File: config.mk
export PLATFORM = sky130hd
export DESIGN_NAME = suspect_isolator
export DESIGN_NICKNAME = d
export VERILOG_FILES = /design/src/rtl/iso_pkg.sv /design/src/rtl/iso_popcount.sv /design/src/rtl/iso_lowest_idx.sv /design/src/rtl/iso_sat_counter.sv /design/src/rtl/suspect_isolator.sv
export SDC_FILE = /design/constraint.sdc
export NUM_CORES = 1
export LEC_CHECK = 0
export BUFFER_PORTS_ARGS = -buffer_cell sky130_fd_sc_hd__buf_2
export CORE_ASPECT_RATIO = 1.1
export CORE_MARGIN = 1
export CORE_UTILIZATION = 39
export DETAILED_ROUTE_END_ITERATION = 8
export HOLD_SLACK_MARGIN = 0.08
export MAX_ROUTING_LAYER = met4
export PLACE_DENSITY = 0.65
export SETUP_SLACK_MARGIN = 0.5
export SYNTH_ARGS = -nofsm -noshare
export SYNTH_HDL_FRONTEND = slang
export SYNTH_SLANG_ARGS = --single-unit
export TNS_END_PERCENT = 1
File: constraint.sdc
create_clock -name clk -period 8.2 [get_ports clk]
set_clock_uncertainty 0.15 [all_clocks]
set_input_delay 2.46 -clock clk [delete_from_list [all_inputs] [get_ports clk]]
set_output_delay 2.46 -clock clk [all_outputs]
set_load 0.05 [all_outputs]
File: src/rtl/iso_pkg.sv
package iso_pkg;
    typedef enum logic [1:0] {
        ST_IDLE     = 2'd0,
        ST_NARROW   = 2'd1,
        ST_ISOLATED = 2'd2
    } iso_state_e;
endpackage

File: src/rtl/iso_popcount.sv
module iso_popcount #(
    parameter int N  = 16,
    parameter int CW = $clog2(N + 1)
) (
    input  logic [N-1:0]  vec,
    output logic [CW-1:0] count
);
    always_comb begin
        count = '0;
        for (int i = 0; i < N; i++) begin
            count = count + CW'(vec[i]);
        end
    end
endmodule

File: src/rtl/iso_lowest_idx.sv
module iso_lowest_idx #(
    parameter int N  = 16,
    parameter int IW = $clog2(N)
) (
    input  logic [N-1:0]  vec,
    output logic [IW-1:0] idx
);
    // Scan from the top down so that the lowest set bit is the last one written.
    always_comb begin
        idx = '0;
        for (int i = N - 1; i >= 0; i--) begin
            if (vec[i]) idx = IW'(i);
        end
    end
endmodule

File: src/rtl/iso_sat_counter.sv
module iso_sat_counter #(
    parameter int W = 8
) (
    input  logic         clk,
    input  logic         rst_n,
    input  logic         clr,
    input  logic         inc,
    output logic [W-1:0] count
);
    localparam logic [W-1:0] MAXV = {W{1'b1}};

    always_ff @(posedge clk or negedge rst_n) begin
        if (!rst_n)                   count <= '0;
        else if (clr)                 count <= '0;
        else if (inc && count != MAXV) count <= count + 1'b1;
    end


    cnt_saturate_chk: assert property (@(posedge clk) disable iff (!rst_n)
        (!clr && inc && count == MAXV) |=> count == MAXV);


    cnt_step_chk: assert property (@(posedge clk) disable iff (!rst_n)
        (!clr && inc && count != MAXV) |=> count == $past(count) + 1'b1);
endmodule

File: src/rtl/suspect_isolator.sv
module suspect_isolator #(
    parameter int NUM_RES = 16,
    parameter int CNT_W   = 8
) (
    input  logic                       clk,
    input  logic                       rst_n,
    input  logic                       clr,
    input  logic                       trial_valid,
    input  logic                       intermittent,
    input  logic                       agree,
    input  logic [NUM_RES-1:0]         mask_a,
    input  logic [NUM_RES-1:0]         mask_b,
    output logic [NUM_RES-1:0]         suspects,
    output logic                       done,
    output logic [$clog2(NUM_RES)-1:0] fault_idx,
    output logic [CNT_W-1:0]           pair_count,
    output logic                       inconsistent
);
    import iso_pkg::*;

    localparam int IW = $clog2(NUM_RES);
    localparam int PW = $clog2(NUM_RES + 1);

    iso_state_e         state_q, state_d;
    logic [NUM_RES-1:0] susp_q, susp_d;
    logic [NUM_RES-1:0] healthy_q, healthy_d;
    logic [NUM_RES-1:0] cand;
    logic               incon_q, incon_d;
    logic               accept;
    logic               update;
    logic [NUM_RES-1:0] used;
    logic [PW-1:0]      cand_cnt;
    logic [IW-1:0]      low_idx;

    assign used   = mask_a | mask_b;
    assign accept = trial_valid && !clr && (state_q != ST_ISOLATED);

    iso_popcount #(.N(NUM_RES), .CW(PW)) u_pop (
        .vec   (cand),
        .count (cand_cnt)
    );

    iso_lowest_idx #(.N(NUM_RES), .IW(IW)) u_enc (
        .vec (susp_q),
        .idx (low_idx)
    );

    iso_sat_counter #(.W(CNT_W)) u_cnt (
        .clk   (clk),
        .rst_n (rst_n),
        .clr   (clr),
        .inc   (accept),
        .count (pair_count)
    );

    // Candidate suspect set and whether this trial writes it.
    always_comb begin
        cand   = susp_q;
        update = 1'b0;
        unique case (state_q)
            ST_IDLE: begin
                if (accept && !agree) begin
                    cand   = used & ~healthy_q;
                    update = 1'b1;
                end
            end
            ST_NARROW: begin
                if (accept && !agree) begin
                    cand   = susp_q & used;
                    update = 1'b1;
                end else if (accept && !intermittent) begin
                    cand   = susp_q & ~used;
                    update = 1'b1;
                end
            end
            ST_ISOLATED: begin
                cand   = susp_q;
                update = 1'b0;
            end
            default: begin
                cand   = susp_q;
                update = 1'b0;
            end
        endcase
    end

    // Next-state logic.
    always_comb begin
        state_d   = state_q;
        susp_d    = susp_q;
        healthy_d = healthy_q;
        incon_d   = incon_q;
        if (accept && agree && !intermittent && state_q == ST_IDLE) begin
            healthy_d = healthy_q | used;
        end
        if (update) begin
            if (cand_cnt == '0) begin
                incon_d = 1'b1;
            end else begin
                susp_d  = cand;
                state_d = (cand_cnt == PW'(1)) ? ST_ISOLATED : ST_NARROW;
            end
        end
    end

    // State register.
    always_ff @(posedge clk or negedge rst_n) begin
        if (!rst_n) begin
            state_q   <= ST_IDLE;
            susp_q    <= '0;
            healthy_q <= '0;
            incon_q   <= 1'b0;
        end else if (clr) begin
            state_q   <= ST_IDLE;
            susp_q    <= '0;
            healthy_q <= '0;
            incon_q   <= 1'b0;
        end else begin
            state_q   <= state_d;
            susp_q    <= susp_d;
            healthy_q <= healthy_d;
            incon_q   <= incon_d;
        end
    end

    // Outputs.
    always_comb begin
        suspects     = susp_q;
        done         = (state_q == ST_ISOLATED);
        fault_idx    = low_idx;
        inconsistent = incon_q;
    end


    isolated_single_chk: assert property (@(posedge clk) disable iff (!rst_n)
        (state_q == ST_ISOLATED) |-> ($countones(susp_q) == 1));


    isolated_hold_chk: assert property (@(posedge clk) disable iff (!rst_n)
        (state_q == ST_ISOLATED && !clr) |=> ($stable(susp_q) && state_q == ST_ISOLATED));


    narrow_shrink_chk: assert property (@(posedge clk) disable iff (!rst_n)
        (state_q == ST_NARROW && !clr) |=> ((susp_q & ~$past(susp_q)) == '0));


    intermittent_agree_chk: assert property (@(posedge clk) disable iff (!rst_n)
        (trial_valid && agree && intermittent && !clr) |=> $stable(susp_q));


    clear_idle_chk: assert property (@(posedge clk) disable iff (!rst_n)
        clr |=> (state_q == ST_IDLE && susp_q == '0 && !incon_q));


    incon_sticky_chk: assert property (@(posedge clk) disable iff (!rst_n)
        (incon_q && !clr) |=> incon_q);


    idle_cycle_chk: assert property (@(posedge clk) disable iff (!rst_n)
        (!trial_valid && !clr) |=> ($stable(susp_q) && $stable(incon_q)));
endmodule

==> metrics.md <==
| Metric | Value |
|---|---|
| Vias in the first global route | `roughly 2500` |
| Met1 usage | `0.256` |
| CP bufs+invs | `4` |
| Largest net degree at the start of global routing | `44` |
| Initial DRC Count | `~160` |
| Worst Max-Slew Pin Slew | `just under 1000 ps` |
| Met3 Use GR | `0.0383` |
| Maximum vdd drop | `roughly 0.23 mV` |
| # clock sinks | `43` |
| Distinct cells, synth | `between 40 and 50` |
| Worst hold path type | `register to register` |
| Final Hold Viols | `0` |
| Clock buffer depth | `2` |
| Die area | `roughly 7800 um^2` |
| H-Tree Depth | `2` |
| Post-synth EDFFs | `0` |
| Yosys warns | `0` |
| Top FF cell, synth | `dfrtp_1` |
| Synth Instances | `about 320` |
| Final nets | `roughly 440` |
| Slowest CP cell | `fa_1` |
| Net count after synthesis | `around 370` |
| Count leader, synth | `dfrtp_1` |
| # setup viols final | `0` |
| Pwr Density | `between 400 and 500 nW/um^2` |
| DR DRC count | `6` |
| DP Wirelength | `approximately 5500 um` |
| Most frequent cells after synthesis | `43 x dfrtp_1, 40 x inv_1, 40 x nor2_1` |
| Vias | `2466` |
| Drt pass-1 iters | `8` |
| Crit path max-delay family | `adder cells` |
| Met2 Use GR | `0.341` |
| Seq cells post-synth | `43` |
| Slowest stage delay, CP | `approximately 560 ps` |
| Setup ws final | `between 600 and 700 ps` |
| Post-DP Area | `3340 um^2` |
| Final critical-path required period | `7540 ps` |
| Netlist Area Pre-Place | `2910 um^2` |
| Setup CP Type | `input port to register` |
| Initial antenna violation count | `0` |
| Worst rel slew slack | `0.357` |
| Cells along the critical path | `buf_2 > and4bb_2 > nand3b_4 > o221a_2 > ha_1 > inv_1 > fa_1 > fa_1 > fa_1 > fa_1 > fa_1 > inv_1 > fa_1 > nor3_4 > a31oi_4 > buf_6 > mux2i_1 > nor2b_1` |
| Via density | `about 5.3` |
| Clk slew on worst S/H paths | `80 ps` |
| N_diodes | `0` |
| Failing checks | `design-rule violations` |
| Final Cycle Share | `0.919` |
| Worst-skew pair later-pin latency | `290 ps` |
| CTS root buf | `clkbuf_8` |
| CP dominant cell by count | `fa_1` |
| Buffers on Ports | `67` |
| Top post-synthesis cells by area | `dfrtp_1 37%, fa_1 6.9%, nor2b_1 6.7%, mux2i_1 6.2%, inv_1 5.2%` |
| P_sw | `~0.0009 W` |
| Total routed wirelength | `a little over 7000 um` |
| GRT Resource Usage Total | `0.207` |
| Max Cap Violations | `0` |
| Seq/Total Area, Yosys | `0.369` |
| Final Instance Area | `~3500 um^2` |
| Num rows | `32` |
| Int Power | `0.000836 W` |
| Seq pwr share | `0.178` |
| # IOs | `68` |
| Layout area overhead | `19.6%` |
| Arrival time worst endpoint | `7570 ps` |
| Status | `finished, violations left` |
| Critical Path Source Type | `input port` |
| Top cell type's share of synthesized area | `0.369` |
| Global placer's final weighted congestion | `around 0.90` |
| Async SR Flop Fraction | `1.00` |
| Power share of the clock group | `0.101` |
| Area leader, netlist | `dfrtp_1` |
| Syn Area/Cell | `slightly above 9 um^2` |
| CP max FO | `16` |
| Setup crit end kind | `register` |
| Die height | `just over 90 um` |
| DIE WIDTH | `roughly 84 um` |
| Fin util | `0.489` |
| Starting Density | `0.409` |
| Core area | `~7100 um^2` |
| Number of CTS-inserted buffers | `5` |
| Setup WS pre-CTS | `246 ps` |
| Final ANT Viol Nets | `0` |
| Routed wire length per instance | `15.4 um` |
| Total grt overflow | `0` |
| Share of cells above drive strength 1 | `0.245` |
| Comb pwr share | `0.721` |
| Data required time of the worst path | `8230 ps` |
| CTS tree | `done` |
| First-pass GRT wire length | `approximately 12000 um` |
| Fin. max-slew vios | `0` |
| Leakage | `roughly 1.7 nW` |
| Sw frac | `0.512` |
| Total negative slack | `0 ps` |
| F_max | `133 MHz` |
| RSZ-0062 raised after global routing | `no` |
| GRT Max-Usage Layer | `met2` |
## layer usage
layer  routed length, um  vias up  share of wire
met4                 131        0          0.018
met5                   0        -              0
met2                3610       78           0.50
met3                 367       12          0.051
li1                    -     1231              -
met1                3090     1145           0.43
## registers in the layout, summed over array words and instances (netlist names)
register / flops
healthy_q: 16
inconsistent: 1
state_q: 2
suspects: 16
u_cnt.count: 8
## through the flow
stage	power, W	hold WS (ps)	std cells
after global routing	0.00182	379	469
final	0.00171	346	469
after CTS	0.00164	350	469
after floorplan	0.00122	305	318
after detailed placement	0.00146	329	461
after global placement	0.00141	319	461
## cell families (layout without fill, tap and decap cells)
logic type	Yosys count	count (layout)	share of synthesized area
mux	18	18	0.0619
simple gates	106	106	0.211
fa+ha+maj	16	16	0.0945
flops	43	43	0.369
compound gates	78	78	0.178
xor+xnor	3	3	0.00902
buf+inv	54	120	0.0756
## worst paths after layout
kind,startpoint,endpoint,slack [ps],depth (start not counted)
max,clr,suspects[3],660,18
min,healthy_q[7],healthy_q[7],350,2
max reg2reg,state_q[0],suspects[3],2240,16
min reg2reg,healthy_q[7],healthy_q[7],350,2
max in group asynchronous,rst_n,healthy_q[12],5140,1
min in group asynchronous,rst_n,healthy_q[15],2170,1
## cells in the final DEF, fill, tap and decap left out, types with 10 or more instances in the layout
| master | netlist | routed |
|---|---|---|
| inv_1 | 40 | 40 |
| o21ai_0 | 23 | 23 |
| mux2i_1 | 18 | 18 |
| dfrtp_1 | 43 | 43 |
| buf_2 | 8 | 67 |
| nor2_1 | 40 | 40 |
| fa_1 | 10 | 10 |
| o221ai_1 | 13 | 13 |
| nor2b_1 | 31 | 31 |
| a21oi_1 | 23 | 23 |
## repair_timing
action | CTS | global route
setup endpoints to repair | 0 | 12
hold buffers | 0 | 0
resized for setup | 0 | 4
setup buffers | 0 | 0
## power groups by stage
stage          clock network [W]  registers [W]  logic [W]
2_1_floorplan                  0       0.000367   0.000854
3_3_place_gp                   0       0.000309    0.00110
3_5_place_dp                   0       0.000308    0.00115
4_1_cts                 0.000178       0.000305    0.00115
5_1_grt                 0.000185       0.000312    0.00133
6_report                0.000173       0.000305    0.00123
## cell type report
cell class / instances / area [um^2]
sequential: 43 / 1080
inverter: 40 / 150
tap: 85 / 106
multi-input combinational: 221 / 1660
timing repair buffer: 72 / 377
clock inverter: 2 / 35.0
clock buffer: 6 / 82.6
fill: 707 / 3640
## tightest hold or removal path: stages (launching register included)
cell and delay [ps]:
dfrtp_1 340, a21oi_1 40, nor2_1 80
Power figures use the tool's default switching activity.
